### config.mk
export PLATFORM = sky130hd
export DESIGN_NAME = phase_cond_flags
export DESIGN_NICKNAME = d
export VERILOG_FILES = /design/src/rtl/pcf_pkg.sv /design/src/rtl/pcf_level_cmp.sv /design/src/rtl/pcf_zc_watch.sv /design/src/rtl/pcf_dir_detect.sv /design/src/rtl/phase_cond_flags.sv
export SDC_FILE = /design/constraint.sdc
export NUM_CORES = 1
export LEC_CHECK = 0
export CAP_MARGIN = 25
export CORE_MARGIN = 8
export CORE_UTILIZATION = 33
export DETAILED_ROUTE_END_ITERATION = 7
export PLACE_DENSITY = 0.78
export SETUP_SLACK_MARGIN = 0.05
export SLEW_MARGIN = 0
export SYNTH_ARGS = -nofsm -noshare
export SYNTH_HDL_FRONTEND = slang
export SYNTH_SLANG_ARGS = --single-unit
### constraint.sdc
create_clock -name clk -period 2.12 [get_ports clk]
set_input_delay 0.424 -clock clk [delete_from_list [all_inputs] [get_ports clk]]
set_output_delay 0.424 -clock clk [all_outputs]
set_load 0.05 [all_outputs]
### src/rtl/pcf_pkg.sv
package pcf_pkg;
  localparam int NFLAG     = 6;
  localparam int FLAG_BYTE = 8;
  localparam int B_OC      = 0;
  localparam int B_OV      = 1;
  localparam int B_UV      = 2;
  localparam int B_NOZX    = 3;
  localparam int B_DREAL   = 4;
  localparam int B_DREACT  = 5;
  localparam int NSIGN     = 2;
endpackage

### src/rtl/pcf_level_cmp.sv
module pcf_level_cmp #(
  parameter int W = 16
) (
  input  logic [W-1:0] vrms,
  input  logic [W-1:0] irms,
  input  logic [W-1:0] uv_lvl,
  input  logic [W-1:0] ov_lvl,
  input  logic [W-1:0] oc_lvl,
  output logic         uv_hit,
  output logic         ov_hit,
  output logic         oc_hit
);
  always_comb begin
    uv_hit = vrms < uv_lvl;
    ov_hit = vrms > ov_lvl;
    oc_hit = irms > oc_lvl;
  end

  // with ordered thresholds both voltage conditions cannot hold together
  always_comb begin
    if (uv_lvl <= ov_lvl)
      assert_uv_ov_exclusive_R4: assert (!(uv_hit && ov_hit));
  end
endmodule

### src/rtl/pcf_zc_watch.sv
module pcf_zc_watch (
  input  logic clk,
  input  logic rst,
  input  logic cyc_end,
  input  logic zc_stb,
  output logic missing
);
  logic seen_q;

  always_ff @(posedge clk) begin
    if (rst)          seen_q <= 1'b0;
    else if (cyc_end) seen_q <= 1'b0;
    else              seen_q <= seen_q | zc_stb;
  end

  assign missing = cyc_end & ~(seen_q | zc_stb);

  assert_zc_remembered_R5: assert property (@(posedge clk) disable iff (rst)
    (zc_stb && !cyc_end) |=> !missing);
endmodule

### src/rtl/pcf_dir_detect.sv
module pcf_dir_detect (
  input  logic clk,
  input  logic rst,
  input  logic sample,
  input  logic sign_in,
  output logic flip
);
  logic hist_q;
  logic valid_q;

  always_ff @(posedge clk) begin
    if (rst) begin
      hist_q  <= 1'b0;
      valid_q <= 1'b0;
    end else if (sample) begin
      hist_q  <= sign_in;
      valid_q <= 1'b1;
    end
  end

  assign flip = sample & valid_q & (sign_in ^ hist_q);

  assert_first_sample_quiet_R8: assert property (@(posedge clk) disable iff (rst)
    $rose(valid_q) |-> ($past(sample) && !$past(flip)));
endmodule

### src/rtl/phase_cond_flags.sv
module phase_cond_flags
  import pcf_pkg::*;
#(
  parameter int W = 16
) (
  input  logic                 clk,
  input  logic                 rst,
  input  logic                 cyc_end,
  input  logic                 zc_stb,
  input  logic [W-1:0]         vrms,
  input  logic [W-1:0]         irms,
  input  logic                 p_real_neg,
  input  logic                 p_react_neg,
  input  logic [W-1:0]         uv_lvl,
  input  logic [W-1:0]         ov_lvl,
  input  logic [W-1:0]         oc_lvl,
  input  logic [NFLAG-1:0]     mask,
  input  logic                 clr_we,
  input  logic [NFLAG-1:0]     clr_data,
  output logic [FLAG_BYTE-1:0] flags,
  output logic [NFLAG-1:0]     irq_fwd
);
  localparam int PAD = FLAG_BYTE - NFLAG;

  logic uv_hit, ov_hit, oc_hit, nozx;
  logic [NSIGN-1:0] sgn_in, chg;
  logic [NFLAG-1:0] flag_q, irq_q, set_vec, clr_vec, flag_nx;

  pcf_level_cmp #(.W(W)) u_cmp (
    .vrms(vrms), .irms(irms), .uv_lvl(uv_lvl), .ov_lvl(ov_lvl), .oc_lvl(oc_lvl),
    .uv_hit(uv_hit), .ov_hit(ov_hit), .oc_hit(oc_hit)
  );

  pcf_zc_watch u_zc (
    .clk(clk), .rst(rst), .cyc_end(cyc_end), .zc_stb(zc_stb), .missing(nozx)
  );

  assign sgn_in = {p_react_neg, p_real_neg};

  for (genvar g = 0; g < NSIGN; g++) begin : g_dir
    pcf_dir_detect u_dir (
      .clk(clk), .rst(rst), .sample(cyc_end), .sign_in(sgn_in[g]), .flip(chg[g])
    );
  end

  always_comb begin
    set_vec = '0;
    if (cyc_end) begin
      set_vec[B_OC]     = oc_hit;
      set_vec[B_OV]     = ov_hit;
      set_vec[B_UV]     = uv_hit;
      set_vec[B_NOZX]   = nozx;
      set_vec[B_DREAL]  = chg[0];
      set_vec[B_DREACT] = chg[1];
    end
    clr_vec = clr_we ? clr_data : '0;
    flag_nx = (flag_q & ~clr_vec) | set_vec;
  end

  always_ff @(posedge clk) begin
    if (rst) begin
      flag_q <= '0;
      irq_q  <= '0;
    end else begin
      flag_q <= flag_nx;
      irq_q  <= flag_nx & mask;
    end
  end

  assign flags   = {{PAD{1'b0}}, flag_q};
  assign irq_fwd = irq_q;

  assert_sticky_R9: assert property (@(posedge clk) disable iff (rst)
    1'b1 |=> ((($past(flag_q) & ~$past(clr_vec)) & ~flag_q) == '0));

  assert_no_set_between_ends_R12: assert property (@(posedge clk) disable iff (rst)
    !cyc_end |=> ((flag_q & ~$past(flag_q)) == '0));

  assert_fwd_within_mask_R11: assert property (@(posedge clk) disable iff (rst)
    1'b1 |=> ((irq_fwd & ~$past(mask)) == '0));
endmodule

After elaboration in Yosys (flattened, before gate mapping):

Cells that the tools add are included.

* magnitude comparators: 3
* mux-type cells: 2
* bitwise operators: 12
* reduce and logical (&&, ||, !) cells: 1

Operators by type and width (number)
* 16-bit greater-than comparator: 2
* 16-bit less-than comparator: 1
* 6-bit AND: 2
* 6-bit 2-to-1 mux: 2
* 6-bit NOT: 1
* 6-bit bitwise OR: 1
* 1-bit AND: 4
* 2-bit OR reduction: 1
* 1-bit XOR: 2
* 1-bit NOT: 1
* 1-bit bitwise OR: 1

* register bits after elaboration: 16
* input bits: 99
* output and inout port bits: 14
* logic and storage cells: 24

Logic depth before layout (Yosys ltp):

Gate-level depths: netlist (run 1).

* depth in word-level cells: 6
* mapped depth: 7
* depth with buffers taken out: 7

By module:

Synthesis (run 1) repeated with hierarchy kept, for this count alone.

* cell total of the unflattened synthesis: 231
* area, all modules: 1929.4 sq um

By module, submodules not included
* pcf_level_cmp: times used 1, cells each 165, area an instance 1216.2 sq um, sequential area each 0.0 sq um
* phase_cond_flags: times used 1, cells each 46, area an instance 525.5 sq um, sequential area each 240.2 sq um
* pcf_dir_detect: times used 2, cells each 8, area an instance 76.3 sq um, sequential area each 40.0 sq um
* pcf_zc_watch: times used 1, cells each 4, area an instance 35.0 sq um, sequential area each 20.0 sq um

Worst setup path before layout (run 1):

Ideal clock, no wire load.

* path type: input to register
* from: in ov_lvl[14]
* to: reg flag_q[1]
* setup time: 0.116 ns
* data arrival time: 1.917 ns
* data required time: 2.004 ns
* setup slack: 0.087 ns
* cell stages on the path: 7
* buffers on the path: 0
* cells stage by stage: inv_1 ha_1 a21oi_1 nand2_1 a221o_1 or4_1 and2_2

* longest elaborated chain between the ends: 3

RTL lines
* from (decl): line phase_cond_flags.sv:15 `input logic [W-1:0] ov_lvl,`
* 16-bit greater-than comparator: line pcf_level_cmp.sv:15 `ov_hit = vrms > ov_lvl;`
* 6-bit 2-to-1 mux: line phase_cond_flags.sv:48 `if (cyc_end) begin`
* 6-bit bitwise OR: line phase_cond_flags.sv:57 `flag_nx = (flag_q & ~clr_vec) | set_vec;`
* to (signal assigned): line phase_cond_flags.sv:65 `flag_q <= flag_nx;`
* to (decl): line phase_cond_flags.sv:27 `logic [NFLAG-1:0] flag_q, irq_q, set_vec, clr_vec, flag_nx;`

No other way between the ends.
A chain may end at the register's enable or synchronous reset.

Worst setup path in the final report (run 1):

* from: in uv_lvl[15]
* to: reg irq_q[2], in the netlist irq_fwd[2]

* longest elaborated chain between the ends: 4

RTL lines
* from (decl): line phase_cond_flags.sv:14 `input logic [W-1:0] uv_lvl,`
* 16-bit less-than comparator: line pcf_level_cmp.sv:14 `uv_hit = vrms < uv_lvl;`
* 6-bit 2-to-1 mux: line phase_cond_flags.sv:48
* 6-bit bitwise OR: line phase_cond_flags.sv:57
* 6-bit AND: line phase_cond_flags.sv:66 `irq_q <= flag_nx & mask;`
* to (signal assigned): line phase_cond_flags.sv:66
* to (decl): line phase_cond_flags.sv:27

No other way between the ends.

==> reports/metrics.cfg, run 1 <==
[worst_hold_path]
holdPathEnd=u_zc.seen_q
whs_path_depth=2
hp-class=flop to flop
hp-start=u_zc.seen_q

[drt]
dr.pass1.iters=4
vias_per_cell=4.85
wire_per_inst_um=14.9
first_iter_violations=19
drc=0
drt_wl_total_um=6240
ant_nets=0
vias=2029

[floorplanning]
core_um2=5110
fp.dieW_um=88.8
initial_utilization=0.342
rows=26
io_pins=113
die-height_um=88.8
fp.dieArea_um2=7880

[global_route]
grt_start_max_net_pins=11
grtUsageTotal=0.142
grt_overflow=0
top_usage_layer=met2
gr-usage-met1=0.139
grt_pass1_vias=2156
grt_antenna_before_repair=1
grt_pass1_wl_um=9100
met2_usage=0.270
grt_use_met3=0.0650

[timing]
slew_headroom=0.637
period_share=0.975
max_freq_mhz=484
setup_viol=0
min_period_ns=2.07
worst_slack_ns=0.0540
finalHoldViolCount=0
tns_ns=0
tightest_slew_ns=0.543
rsz0062_at_grt=yes
drv_slew=0
clock_skew_ns=0.00361

[place]
dp_hpwl_um=5000
gp_congestion=0.772
place_ws_ns=-0.480
portBuffers=110
placed_area_um2=3060

[logic_synthesis]
mappedNetlistArea_um2=1750
synth-seq-cells=16
ys_warn_count=0
synth-edff-count=0
synth.avg_cell_area_um2=8.09
syn_inst=216
synth.distinct_cells=37
yosys_most_used_dff=dfxtp_1
ys_seq_area_frac=0.183
synthArstFlopShare=0

[finish]
regArea_um2=320
antenna_cells=0
fillers=410
layout_commonest_cell=clkdlybuf4s50_1
drive_above_1_share=0.210
syn_to_final_growth_pct=100
nets=495
final_cell_area_um2=3500
multi_input_area_um2=1580
final_cell_mix=92 x clkdlybuf4s50_1, 40 x inv_1, 26 x ha_1

[pwr]
max-vdd-ir-drop_mv=0.237
p_leak_nw=1.66
p_total_mw=1.21
power_density_nw_per_um2=345

[cts]
cts.clk_slew.worst_paths_ns=0.06
cts-root-buf=clkbuf_8
cts_tree=built
cts_buffers=3
clock-sinks=16
clk_latency_ns=0.24
cts_max_level=1
cts_hold_buf=0
clockBufferDepth=2

[critical_path]
start_kind=primary input
cp_top_family=simple AND/OR/NAND/NOR gates
path_cells=clkdlybuf4s50_1, inv_1, ha_4, nand4_1, nor4_2, o41ai_2, buf_4, and2_1
cp-end-kind=flop
path_buf_inv=3
critical_path_required_ns=2.26
critical_path_class=primary input to flop
cpPeakStageDelay_ns=0.47
crit_fanout=3
arrival_ns=2.20
r2r-start=flag_q[1]
ff2ff_setup_slack_ns=0.68
r2r_end=irq_fwd[1]
crit_path_top_delay_cell=clkdlybuf4s50_1
reg2reg_depth=3

[job]
drv_cap=0

[run_status]
status=completed

==> through the flow <==
stage,std cells,hold WS [ns],util
2_1_floorplan,217,0.463,-
3_3_place_gp,412,0.479,0.599
3_5_place_dp,412,0.506,0.599
4_1_cts,416,0.518,0.621
5_1_grt,418,0.539,0.685
6_report,418,0.509,0.685
==> worst min-delay path, stage by stage (launching register included) <==
cell and delay (ns):
dfxtp_1 0.31, nor2_1 0.05, nor3_1 0.11
==> power by group <==
group          switching, mW  internal [mW]  total (mW)
Clock                  0.100          0.164       0.265
Sequential           0.00792          0.318       0.326
Combinational          0.265          0.354       0.619
==> sequential cells by signal, indices dropped and copies added (netlist names) <==
signal	count
irq_fwd	6
g_dir.u_dir.valid_q	1
u_zc.seen_q	1
g_dir.u_dir.hist_q	2
flag_q	6
==> layer usage <==
| layer | share of wire | wire (µm) |
|---|---|---|
| met1 | 0.37 | 2300 |
| met5 | 0.0021 | 13 |
| met3 | 0.11 | 667 |
| met4 | 0.011 | 66 |
| met2 | 0.51 | 3190 |
==> repair_timing <==
item                       4_1_cts  5_1_grt
pin swaps                       11       23
resized for setup               18       49
hold endpoints to repair         0        0
setup endpoints to repair        4        6
buffers inserted                 0        2
==> worst max-delay path by stage <==
| stage | startpoint | endpoint | slack [ns] | depth (start not counted) |
|---|---|---|---|---|
| 3_5_place_dp | ov_lvl[14] | irq_fwd[1] | -0.48 | 8 |
| 3_3_place_gp | ov_lvl[14] | flag_q[1] | -0.44 | 8 |
| 4_1_cts | vrms[15] | irq_fwd[1] | 0.04 | 5 |
| 6_report | uv_lvl[15] | irq_fwd[2] | 0.05 | 8 |
| 2_1_floorplan | ov_lvl[14] | flag_q[1] | 0.09 | 7 |
| 5_1_grt | uv_lvl[15] | irq_fwd[2] | -0.008 | 8 |
==> kinds of logic after synthesis <==
| family | synth area share |
|---|---|
| simple gates | 0.173 |
| buf+inv | 0.114 |
| fa+ha+maj | 0.336 |
| compound gates | 0.170 |
| flops | 0.183 |
| xor+xnor | 0.0100 |
| mux | 0.0115 |
| other cells | 0.00215 |
==> cell usage after synthesis, drive strengths merged (2+ instances only) <==
cell,n,area (µm²)
a2111oi,2,36.3
a211oi,3,22.5
a21o,5,37.5
a21oi,18,90.1
a32oi,2,17.5
and2,6,38.8
and3,2,12.5
buf,2,15.0
clkbuf,2,7.51
dfxtp,16,320
ha,47,588
inv,47,176
mux2i,2,20.0
nand2,11,41.3
nand3,7,35.0
nand4,11,68.8
nor2,8,30.0
nor2b,2,12.5
o211ai,4,30.0
o41ai,2,17.5
or4,2,15.0
xor2,2,17.5
==> layout make-up <==
class | instances | share of cell area
Clock buffer | 4 | 0.0157
Inverter | 47 | 0.0504
Multi-Input combinational cell | 150 | 0.451
Sequential cell | 16 | 0.0915
Tap cell | 70 | 0.0250
Timing Repair Buffer | 131 | 0.366
(Power assumes the default switching activity.)
==> run 2: changes to the inputs <==
--- a/config.mk
+++ b/config.mk
@@ -7,9 +7,9 @@
 export LEC_CHECK = 0
 export CAP_MARGIN = 25
 export CORE_MARGIN = 8
-export CORE_UTILIZATION = 33
+export CORE_UTILIZATION = 37
 export DETAILED_ROUTE_END_ITERATION = 7
-export PLACE_DENSITY = 0.78
+export PLACE_DENSITY = 0.83
 export SETUP_SLACK_MARGIN = 0.05
 export SLEW_MARGIN = 0
 export SYNTH_ARGS = -nofsm -noshare
==> constraint.sdc (replaced) <==
create_clock -name clk -period 2.1 [get_ports clk]
set_input_delay 0.42 -clock clk [delete_from_list [all_inputs] [get_ports clk]]
set_output_delay 0.42 -clock clk [all_outputs]
set_load 0.05 [all_outputs]
==> reports/metrics.cfg, run 2 (synthesis gave the netlist of run 1 again) <==
[floorplanning]
die-height_um=84.7  ; -4.6%
rows=25  ; -3.8%
fp.dieW_um=84.7  ; -4.6%
core_um2=4630  ; -9.4%
fp.dieArea_um2=7180  ; -8.9%
initial_utilization=0.378  ; +0.0353
io_pins=113  ; unchanged

[timing]
clock_skew_ns=0.00483  ; +0.00123 ns
drv_slew=0  ; unchanged
period_share=0.978
hold-worst-slack_ns=0.505  ; -0.00440 ns
tightest_slew_ns=0.562  ; +0.0191 ns
rsz0062_at_grt=yes
finalHoldViolCount=0  ; unchanged
tns_ns=0  ; unchanged
slew_headroom=0.624  ; -0.0128
setup_viol=0  ; unchanged
max_freq_mhz=487
min_period_ns=2.05

[critical_path]
critical_path_class=primary input to flop
reg2reg_depth=3  ; unchanged
crit_fanout=2  ; -1
ff2ff_setup_slack_ns=0.67  ; about the same
path_buf_inv=2  ; -1
crit_path_top_delay_cell=or4_1
r2r-start=flag_q[1]
r2r_end=irq_fwd[1]
path_cells=clkdlybuf4s50_1, inv_1, ha_4, a21o_1, nand3_1, a21oi_2, or4_1, and3_1
critical_path_required_ns=2.24  ; -0.02 ns
cp-end-kind=flop
start_kind=primary input
cp_top_family=simple AND/OR/NAND/NOR gates
cpPeakStageDelay_ns=0.52  ; +0.05 ns
arrival_ns=2.20  ; about the same

[drt]
wire_per_inst_um=15.8  ; +5.7%
dr.pass1.iters=3  ; -1
first_iter_violations=41  ; +22
ant_nets=0  ; unchanged
drt_wl_total_um=6260  ; +0.40%
vias=2009  ; -0.99%
vias_per_cell=5.06  ; +4.3%
drc=0  ; unchanged

[finish]
regArea_um2=320  ; unchanged
syn_to_final_growth_pct=94.7
final_cells=397  ; -5.0%
post-route-util=0.735  ; +0.0497
final_cell_mix=81 x clkdlybuf4s50_1, 39 x inv_1, 28 x ha_1
drive_above_1_share=0.190  ; -0.0203
layout_commonest_cell=clkdlybuf4s50_1
fillers=343  ; -16%
nets=491  ; -0.81%
multi_input_area_um2=1530  ; -2.9%
antenna_cells=0  ; unchanged

[pwr]
switching_share=0.321  ; +0.0126
power_density_nw_per_um2=344  ; -0.38%
comb_power_share=0.521  ; +0.009
p_int_mw=0.795  ; -4.9%
p_seq_frac=0.281  ; +0.012
p_leak_nw=1.70  ; +2.0%
clockPowerShare=0.198  ; -0.021
power.switching_mw=0.376  ; +0.79%
max-vdd-ir-drop_mv=0.271  ; +14%

[global_route]
grt_pass1_wl_um=9650  ; +6.0%
grtUsageTotal=0.165  ; +0.0226
grt_antenna_before_repair=0  ; -1
grt_overflow=0  ; unchanged
grt_start_max_net_pins=11  ; unchanged
grt_pass1_vias=2156  ; unchanged

[place]
placed_cells=393  ; -4.6%
dp_hpwl_um=5130  ; +2.5%
gp_congestion=0.722  ; -6.5%
portBuffers=110  ; unchanged

[cts]
cts_hold_buf=0  ; unchanged
cts_buffers=3  ; unchanged
clk_latency_ns=0.25  ; about the same
clock-sinks=16  ; unchanged
cts.clk_slew.worst_paths_ns=0.06  ; about the same
cts_max_level=1  ; unchanged
cts-root-buf=clkbuf_8
clockBufferDepth=2  ; unchanged
cts_tree=built

[worst_hold_path]
hp-class=flop to flop
hp-start=u_zc.seen_q
whs_path_depth=2  ; unchanged
holdPathEnd=u_zc.seen_q

[job]
drv_cap=0  ; unchanged

[run_status]
status=completed

[run 2: cell count changes in the layout (fill, tap and decap cells not counted), moves of 2 or more]
cell / delta
clkdlybuf4s50_1: -11
dlymetal6s2s_1: +7
buf_4: -4
ha_1: +2
dlygate4sd2_1: +4
ha_4: -2
[run 2: area by class of cell]
cell class | count | area share
multi-input cells | 150 | 0.451
repair buffers | 127 | 0.371
flip-flops and latches | 16 | 0.0941
inverters | 47 | 0.0518
well taps | 54 | 0.0199
clock buffers | 3 | 0.0121
[run 2: how the worst max path moves through the flow]
stage | start | endpoint | slack, ns | cells past startpoint
floorplan | ov_lvl[14] | flag_q[1] | 0.07 | 7
global placement | ov_lvl[14] | flag_q[1] | -0.45 | 8
detailed placement | ov_lvl[14] | flag_q[1] | -0.50 | 8
CTS | vrms[9] | irq_fwd[1] | 0.05 | 7
global route | oc_lvl[9] | irq_fwd[0] | 0.008 | 8
finish | oc_lvl[9] | irq_fwd[0] | 0.05 | 8
[run 2: metal layers]
| layer | global-route usage | vias up | share of wire |
|---|---|---|---|
| li1 | - | 1008 | - |
| met4 | 0.0599 | 0 | 0.023 |
| met3 | 0.0595 | 12 | 0.082 |
| met1 | 0.162 | 910 | 0.37 |
| met2 | 0.306 | 79 | 0.52 |
| met5 | 0 | - | 0 |
[run 2: power groups by stage]
stage               clock network, mW  registers, mW  logic, mW
floorplan                           0          0.378      0.199
global placement                    0          0.335      0.522
detailed placement                  0          0.336      0.537
CTS                             0.240          0.329      0.570
global route                    0.251          0.332      0.666
finish                          0.232          0.329      0.610
[run 2: worst min-delay path: cells and delay by family, from the launching register on]
kind / cells / cell delay, ns
AND/OR/NAND/NOR: 2 / 0.16
flip-flops: 1 / 0.30
[run 2: per-stage QoR]
step	power [mW]	cell area, µm²	setup WS (ns)
final	1.17	3400	0.0469
after global routing	1.25	3400	0.00818
after CTS	1.14	3190	0.0501
after detailed placement	0.873	3020	-0.504
after global placement	0.857	3020	-0.454
after floorplan	0.578	1750	0.0707
[run 2: timing repair]
action                                 in CTS  in global routing
pin swaps                                  19                 16
resized for setup                          30                 43
setup endpoints to repair                   5                  5
endpoints found under the hold margin       0                  0
setup buffers                               1                  0
